$ cat src/rtl/dus_pkg.sv
package dus_pkg;

  // Which way the column sum moved relative to the active row
  typedef enum logic [1:0] {
    CARRY_NONE = 2'd0,
    CARRY_UP   = 2'd1,
    CARRY_DOWN = 2'd2
  } carry_e;

endpackage

$ cat src/rtl/dus_step_calc.sv
module dus_step_calc
  import dus_pkg::*;
#(
  parameter int ROWS   = 16,
  parameter int COLS   = 16,
  parameter int STEP_W = 5,
  parameter int ROW_W  = 5,
  parameter int COL_W  = 4
) (
  input  logic [ROW_W-1:0]  row_q,
  input  logic [COL_W-1:0]  col_q,
  input  logic [STEP_W-1:0] step,
  output logic [ROW_W-1:0]  row_d,
  output logic [COL_W-1:0]  col_d,
  output logic              clip_hi,
  output logic              clip_lo
);

  // Signed working widths large enough for one carry or borrow
  localparam int SW = ((COL_W > STEP_W) ? COL_W : STEP_W) + 2;
  localparam int RW = ROW_W + 2;
  localparam logic signed [SW-1:0] COLS_S  = SW'(COLS);
  localparam logic signed [RW-1:0] ROWS_S  = RW'(ROWS);
  localparam logic signed [RW-1:0] ROW_ONE = RW'(1);

  logic signed [SW-1:0] col_ext;
  logic signed [SW-1:0] step_ext;
  logic signed [SW-1:0] col_sum;
  logic signed [SW-1:0] col_wrap;
  logic signed [RW-1:0] row_ext;
  logic signed [RW-1:0] row_move;
  carry_e               carry;

  // Column sum and boundary classification
  always_comb begin
    col_ext  = signed'({{(SW-COL_W){1'b0}}, col_q});
    step_ext = signed'({{(SW-STEP_W){step[STEP_W-1]}}, step});
    col_sum  = col_ext + step_ext;
    row_ext  = signed'({2'b00, row_q});
    if (col_sum[SW-1]) begin
      carry = CARRY_DOWN;
    end else if (col_sum >= COLS_S) begin
      carry = CARRY_UP;
    end else begin
      carry = CARRY_NONE;
    end
  end

  // Row pointer moves by at most one, column wraps
  always_comb begin
    unique case (carry)
      CARRY_UP: begin
        row_move = row_ext + ROW_ONE;
        col_wrap = col_sum - COLS_S;
      end
      CARRY_DOWN: begin
        row_move = row_ext - ROW_ONE;
        col_wrap = col_sum + COLS_S;
      end
      default: begin
        row_move = row_ext;
        col_wrap = col_sum;
      end
    endcase
  end

  // Saturation at both ends of the matrix
  always_comb begin
    clip_lo = row_move[RW-1];
    clip_hi = !clip_lo &&
              ((row_move > ROWS_S) || ((row_move == ROWS_S) && (col_wrap != '0)));
    if (clip_hi) begin
      row_d = ROW_W'(ROWS);
      col_d = '0;
    end else if (clip_lo) begin
      row_d = '0;
      col_d = '0;
    end else begin
      row_d = row_move[ROW_W-1:0];
      col_d = col_wrap[COL_W-1:0];
    end
  end

endmodule

$ cat src/rtl/dus_therm_enc.sv
module dus_therm_enc #(
  parameter int N  = 16,
  parameter int VW = 5
) (
  input  logic [VW-1:0] level,
  output logic [N-1:0]  therm
);

  // Bit i is on when the level exceeds i
  for (genvar i = 0; i < N; i++) begin : g_bit
    assign therm[i] = (level > VW'(i));
  end

endmodule

$ cat src/rtl/dco_unit_shifter.sv
module dco_unit_shifter #(
  parameter int ROWS        = 16,
  parameter int COLS        = 16,
  parameter int STEP_W      = 5,
  parameter int START_UNITS = (ROWS * COLS) / 2
) (
  input  logic              clk,
  input  logic              rst_n,
  input  logic              update_valid,
  input  logic [STEP_W-1:0] step_in,
  output logic [ROWS-1:0]   row_on,
  output logic [COLS-1:0]   col_on,
  output logic              at_full,
  output logic              at_empty
);

  localparam int ROW_W     = $clog2(ROWS + 1);
  localparam int COL_W     = $clog2(COLS);
  localparam int START_ROW = START_UNITS / COLS;
  localparam int START_COL = START_UNITS % COLS;
  localparam logic [ROWS-1:0] ROW_ON_RST = {ROWS{1'b1}} >> (ROWS - START_ROW);
  localparam logic [COLS-1:0] COL_ON_RST = {COLS{1'b1}} >> (COLS - START_COL);

  // Reset release synchronizer
  logic rst_meta_q;
  logic rst_core_n;

  always_ff @(posedge clk or negedge rst_n) begin
    if (!rst_n) begin
      rst_meta_q <= 1'b0;
      rst_core_n <= 1'b0;
    end else begin
      rst_meta_q <= 1'b1;
      rst_core_n <= rst_meta_q;
    end
  end

  // State and registered outputs
  logic [ROW_W-1:0] row_q, row_n;
  logic [COL_W-1:0] col_q, col_n;
  logic [ROWS-1:0]  row_on_q, row_on_n;
  logic [COLS-1:0]  col_on_q, col_on_n;
  logic             full_q, full_n;
  logic             empty_q, empty_n;

  logic [ROW_W-1:0] calc_row;
  logic [COL_W-1:0] calc_col;
  logic             calc_hi;
  logic             calc_lo;
  logic [ROWS-1:0]  enc_row;
  logic [COLS-1:0]  enc_col;

  dus_step_calc #(
    .ROWS   (ROWS),
    .COLS   (COLS),
    .STEP_W (STEP_W),
    .ROW_W  (ROW_W),
    .COL_W  (COL_W)
  ) u_calc (
    .row_q   (row_q),
    .col_q   (col_q),
    .step    (step_in),
    .row_d   (calc_row),
    .col_d   (calc_col),
    .clip_hi (calc_hi),
    .clip_lo (calc_lo)
  );

  dus_therm_enc #(
    .N  (ROWS),
    .VW (ROW_W)
  ) u_row_enc (
    .level (calc_row),
    .therm (enc_row)
  );

  dus_therm_enc #(
    .N  (COLS),
    .VW (COL_W)
  ) u_col_enc (
    .level (calc_col),
    .therm (enc_col)
  );

  // Next-state selection with explicit clock enable
  always_comb begin
    row_n    = row_q;
    col_n    = col_q;
    row_on_n = row_on_q;
    col_on_n = col_on_q;
    full_n   = full_q;
    empty_n  = empty_q;
    if (update_valid) begin
      row_n    = calc_row;
      col_n    = calc_col;
      row_on_n = enc_row;
      col_on_n = enc_col;
      full_n   = calc_hi;
      empty_n  = calc_lo;
    end
  end

  always_ff @(posedge clk or negedge rst_core_n) begin
    if (!rst_core_n) begin
      row_q    <= ROW_W'(START_ROW);
      col_q    <= COL_W'(START_COL);
      row_on_q <= ROW_ON_RST;
      col_on_q <= COL_ON_RST;
      full_q   <= 1'b0;
      empty_q  <= 1'b0;
    end else begin
      row_q    <= row_n;
      col_q    <= col_n;
      row_on_q <= row_on_n;
      col_on_q <= col_on_n;
      full_q   <= full_n;
      empty_q  <= empty_n;
    end
  end

  assign row_on   = row_on_q;
  assign col_on   = col_on_q;
  assign at_full  = full_q;
  assign at_empty = empty_q;

  // Checks beside the state they guard
  AST_IDLE_HOLD: assert property (@(posedge clk) disable iff (!rst_core_n)
    !update_valid |=> $stable(row_on) && $stable(col_on) &&
                      $stable(at_full) && $stable(at_empty));

  AST_ZERO_STEP: assert property (@(posedge clk) disable iff (!rst_core_n)
    (update_valid && (step_in == '0)) |=> $stable(row_on) && $stable(col_on) &&
                                          !at_full && !at_empty);

  AST_ROW_THERM: assert property (@(posedge clk) disable iff (!rst_core_n)
    ((row_on + ROWS'(1)) & row_on) == '0);

  AST_COL_THERM: assert property (@(posedge clk) disable iff (!rst_core_n)
    ((col_on + COLS'(1)) & col_on) == '0);

  AST_TOP_ROW_CLEAR: assert property (@(posedge clk) disable iff (!rst_core_n)
    (&row_on) |-> (col_on == '0));

  AST_FULL_SHAPE: assert property (@(posedge clk) disable iff (!rst_core_n)
    at_full |-> ((&row_on) && (col_on == '0)));

  AST_EMPTY_SHAPE: assert property (@(posedge clk) disable iff (!rst_core_n)
    at_empty |-> ((row_on == '0) && (col_on == '0)));

  AST_FLAG_EXCL: assert property (@(posedge clk) disable iff (!rst_core_n)
    !(at_full && at_empty));

endmodule

$ cat config.mk
export PLATFORM = sky130hd
export DESIGN_NAME = dco_unit_shifter
export DESIGN_NICKNAME = d
export VERILOG_FILES = /design/src/rtl/dus_pkg.sv /design/src/rtl/dus_step_calc.sv /design/src/rtl/dus_therm_enc.sv /design/src/rtl/dco_unit_shifter.sv
export SDC_FILE = /design/constraint.sdc
export NUM_CORES = 1
export LEC_CHECK = 0
export CAP_MARGIN = 20
export CORE_UTILIZATION = 48
export DETAILED_ROUTE_END_ITERATION = 8
export GPL_TIMING_DRIVEN = 0
export PLACE_DENSITY = 0.87
export RECOVER_POWER = 50
export SLEW_MARGIN = 20
export SYNTH_ARGS = -nofsm -noshare
export SYNTH_HDL_FRONTEND = slang
export SYNTH_SLANG_ARGS = --single-unit
$ cat constraint.sdc
create_clock -name clk -period 1.35 [get_ports clk]
set_clock_uncertainty 0.2 [all_clocks]
set_input_delay 0.27 -clock clk [delete_from_list [all_inputs] [get_ports clk]]
set_output_delay 0.27 -clock clk [all_outputs]
set_load 0.01 [all_outputs]
==> results.cfg <==
[status]
status = finished with violations
failed_checks = negative setup slack

[floorplan]
floorplan.initialDensity_pct = 50.0
rows = 26
core_area_sq_mm = 0.00511
die_w_microns = 75.0
floorplan.die.height_microns = 75.0
dieArea_sq_mm = 0.00562
ios = 42

[sta]
worst_pin_slew_ps = 886
timing_max_transition_violations_final = 0
timing.max_slew.rel_slack_pct = 41.0
fmaxAchievable_ghz = 0.260
setup_ws_ps = -2500
timing.setup.tns_ps = -97460
finalHoldViolations = 0
final_min_period_over_clock_period_pct = 285
setup_repair_after_global_routing_missed_its_margin = yes
final_period_minus_worst_setup_slack_ps = 3850
final_setup_violation_count = 50

[critical_path]
critPathSlowestCell = sky130_fd_sc_hd__or4b_4
cp_data_required_time_ps = 1320
timing.critical_path.arrival_ps = 3820
worst_path_dominant_cell_family = compound AO/OA/AOI/OAI gates
critical_path_peak_fanout = 7
timing.critical_path.to_type = flip-flop
startpoint_class_of_the_critical_path = flip-flop
critical_setup_path_kind = flip-flop to flip-flop
slowest_delay_ps = 470
worst-path-buf-inv = 2
timing.critical_path.cells = ha_2 > fa_2 > a21o_1 > a21oi_4 > xnor2_2 > ha_2 > or4b_4 > a211oi_4 > a211oi_4 > buf_4 > buf_6 > a211o_1 > nand2_4 > nor4_4 > a21oi_2 > a21oi_1

[cells_and_area]
final_layout_size_suffix_gt1_share_pct = 48.6
layout-area-overhead-vs-synth_pct = 49.0
fillers = 351
num-nets-final = 379
number_of_diodes = 0

[detailed_routing]
antenna_left = 0
drt_drc_violations_left = 0
drtIter0Drc = 150
drt_pre_antenna_iters = 4
avgRoutedWirePerCell_microns = 17.7
vias_per_cell = 5.91
routed_wl_mm = 7.66
detailroute.via_count = 2553

[clock_network]
tritoncts = built
clkTransAtPathRegs_ps = 80
root_buffer = sky130_fd_sc_hd__clkbuf_8
cts.path.max_buffers = 2
clock_tree.htree_level_count = 2
clkSinkCount = 43
cts-buffers-inserted = 5
clock_insertion_delay_worst_skew_ps = 300

[yosys]
synthesis.yosys.warnings = 0
number_of_enable_flip_flop_cells_after_synthesis = 0
postSynthAreaPerCell_sq_um = 9.57
post_synthesis_sequential_area_ratio_pct = 42.6
post_synth_most_frequent_cells = 34 x sky130_fd_sc_hd__dfrtp_1, 30 x sky130_fd_sc_hd__nor2_1, 24 x sky130_fd_sc_hd__nand2_1
synthCells = 267
synthDominantAreaCellType = sky130_fd_sc_hd__dfrtp_1
synth_ff_type = sky130_fd_sc_hd__dfrtp_1
synth.top_cell.area_share_pct = 33.3
netlist_top_cells_area = sky130_fd_sc_hd__dfrtp_1 33%, sky130_fd_sc_hd__dfstp_2 9.3%, sky130_fd_sc_hd__ha_1 4.4%
yosysMostFrequentCell = sky130_fd_sc_hd__dfrtp_1
postSynthRegisterBits = 43
synth-async-reset-ratio_pct = 100
syn_area_sq_mm = 0.00255
syn_nets = 285
synth.distinct_cells = 59

[global_routing]
grt_start_max_net_pins = 42
first_global_vias = 2410
antenna_found_initial = 0
grt_overflow = 0
grt_first_pass_wirelength_mm = 11.5
groute.usage.overall_pct = 27.2

[power_and_ir_drop]
cellLeakagePower_uw = 0.00166
irDropWorstVdd_mv = 1.65
power_per_cell_area_mw_per_mm2 = 2850

[place]
port_buffers = 39
place_ws_ps = -2950
hpwl_mm = 4.47
finalWeightedCongestion = 0.930

[job]
maxCapViolCount = 0

[worst_hold_path]
min_path_type = flip-flop to flip-flop
==> stage by stage <==
step / total power [uW] / instances / utilization [%] / hold slack [ps] / cell area (sq um)
detailed placement: 7660 / 376 / 61.8 / 144 / 3160
global placement: 7530 / 376 / 61.8 / 138 / 3160
finish: 10800 / 432 / 74.5 / 161 / 3810
CTS: 9650 / 424 / 70.2 / 162 / 3580
global route: 11500 / 432 / 74.5 / 166 / 3810
floorplan: 5940 / 267 / - / -226 / 2680
==> routing by layer <==
metal	up-vias	GRT usage (%)	share of wire [%]
li1	1164	-	-
met1	1258	34.4	40
met2	110	47.1	52
met3	21	4.42	6.1
met4	0	9.22	2.5
met5	-	0	0
==> what timing repair did <==
action | in CTS | in global routing
endpoints found under the hold margin | 2 | 0
gates cloned | 1 | 1
setup endpoints to repair | 74 | 51
pin swaps | 12 | 24
setup buffers | 38 | 11
hold buffers | 1 | 0
resized for setup | 171 | 42
==> where the power goes <==
| part | switching [uW] | total (uW) | internal (uW) |
|---|---|---|---|
| clock | 451 | 815 | 364 |
| combinational | 3940 | 7620 | 3680 |
| sequential | 452 | 2410 | 1960 |
| total | 4840 | 10800 | 6010 |
==> worst register-to-register path, stage by stage, from the launching register on <==
cell                       delay (ps)
sky130_fd_sc_hd__dfrtp_1          390
sky130_fd_sc_hd__ha_2             200
sky130_fd_sc_hd__fa_2             340
sky130_fd_sc_hd__a21o_1           210
sky130_fd_sc_hd__a21oi_4          160
sky130_fd_sc_hd__xnor2_2          140
sky130_fd_sc_hd__ha_2             200
sky130_fd_sc_hd__or4b_4           470
sky130_fd_sc_hd__a211oi_4         240
sky130_fd_sc_hd__a211oi_4          90
sky130_fd_sc_hd__buf_4            160
sky130_fd_sc_hd__buf_6            110
sky130_fd_sc_hd__a211o_1          300
sky130_fd_sc_hd__nand2_4          160
sky130_fd_sc_hd__nor4_4            60
sky130_fd_sc_hd__a21oi_2          180
sky130_fd_sc_hd__a21oi_1           90
==> sequential cells by signal (all words and copies together) (netlist names) <==
register / flops
at_empty: 1
at_full: 1
col_on: 14
col_q: 4
row_on: 16
row_q: 5
rst_core_n: 1
rst_meta_q: 1
==> final cells by class <==
class	instances	area, sq um	share of cell area (%)
multi-input combinational	196	1690	44.4
sequential	43	1090	28.6
timing repair buffer	89	713	18.7
buffer	15	103	2.70
tap	70	87.6	2.30
clock buffer	7	76.3	2.01
inverter	11	41.3	1.08
clock inverter	1	5.00	0.131
==> placed cells by master (no fill, tap or decap), types with 5 or more instances in the layout <==
cell type / instances
sky130_fd_sc_hd__a21oi_1: 11
sky130_fd_sc_hd__a21oi_2: 6
sky130_fd_sc_hd__a22o_1: 5
sky130_fd_sc_hd__a31oi_1: 5
sky130_fd_sc_hd__buf_2: 26
sky130_fd_sc_hd__buf_4: 40
sky130_fd_sc_hd__buf_6: 20
sky130_fd_sc_hd__clkbuf_1: 9
sky130_fd_sc_hd__clkbuf_8: 6
sky130_fd_sc_hd__clkdlybuf4s50_1: 6
sky130_fd_sc_hd__dfrtp_1: 32
sky130_fd_sc_hd__dfstp_2: 9
sky130_fd_sc_hd__ha_1: 5
sky130_fd_sc_hd__inv_1: 9
sky130_fd_sc_hd__nand2_1: 17
sky130_fd_sc_hd__nor2_1: 25
sky130_fd_sc_hd__o21ai_1: 5
sky130_fd_sc_hd__o2bb2ai_2: 7
==> logic make-up after synthesis <==
kind of cell	Yosys count	share of synthesized area, %
flip-flops	43	42.6
buffers and inverters	29	5.29
adder cells (fa/ha/maj)	10	5.19
other	2	0.294
XOR/XNOR	6	2.06
AND/OR/NAND/NOR	91	17.1
AO/OA/AOI/OAI	83	26.3
multiplexers	3	1.22
==> worst paths after layout <==
path	startpoint	end	slack (ps)	cells past startpoint
worst max-delay path	col_q[0]	row_on[14]	-2500	16
worst min-delay path	rst_meta_q	rst_core_n	160	0
worst max register to register	col_q[0]	row_on[14]	-2500	16
worst min register to register	rst_meta_q	rst_core_n	160	0
max in group asynchronous	rst_core_n	col_q[3]	150	0
min in group asynchronous	rst_core_n	col_on[11]	200	0
(Power assumes the default switching activity.)
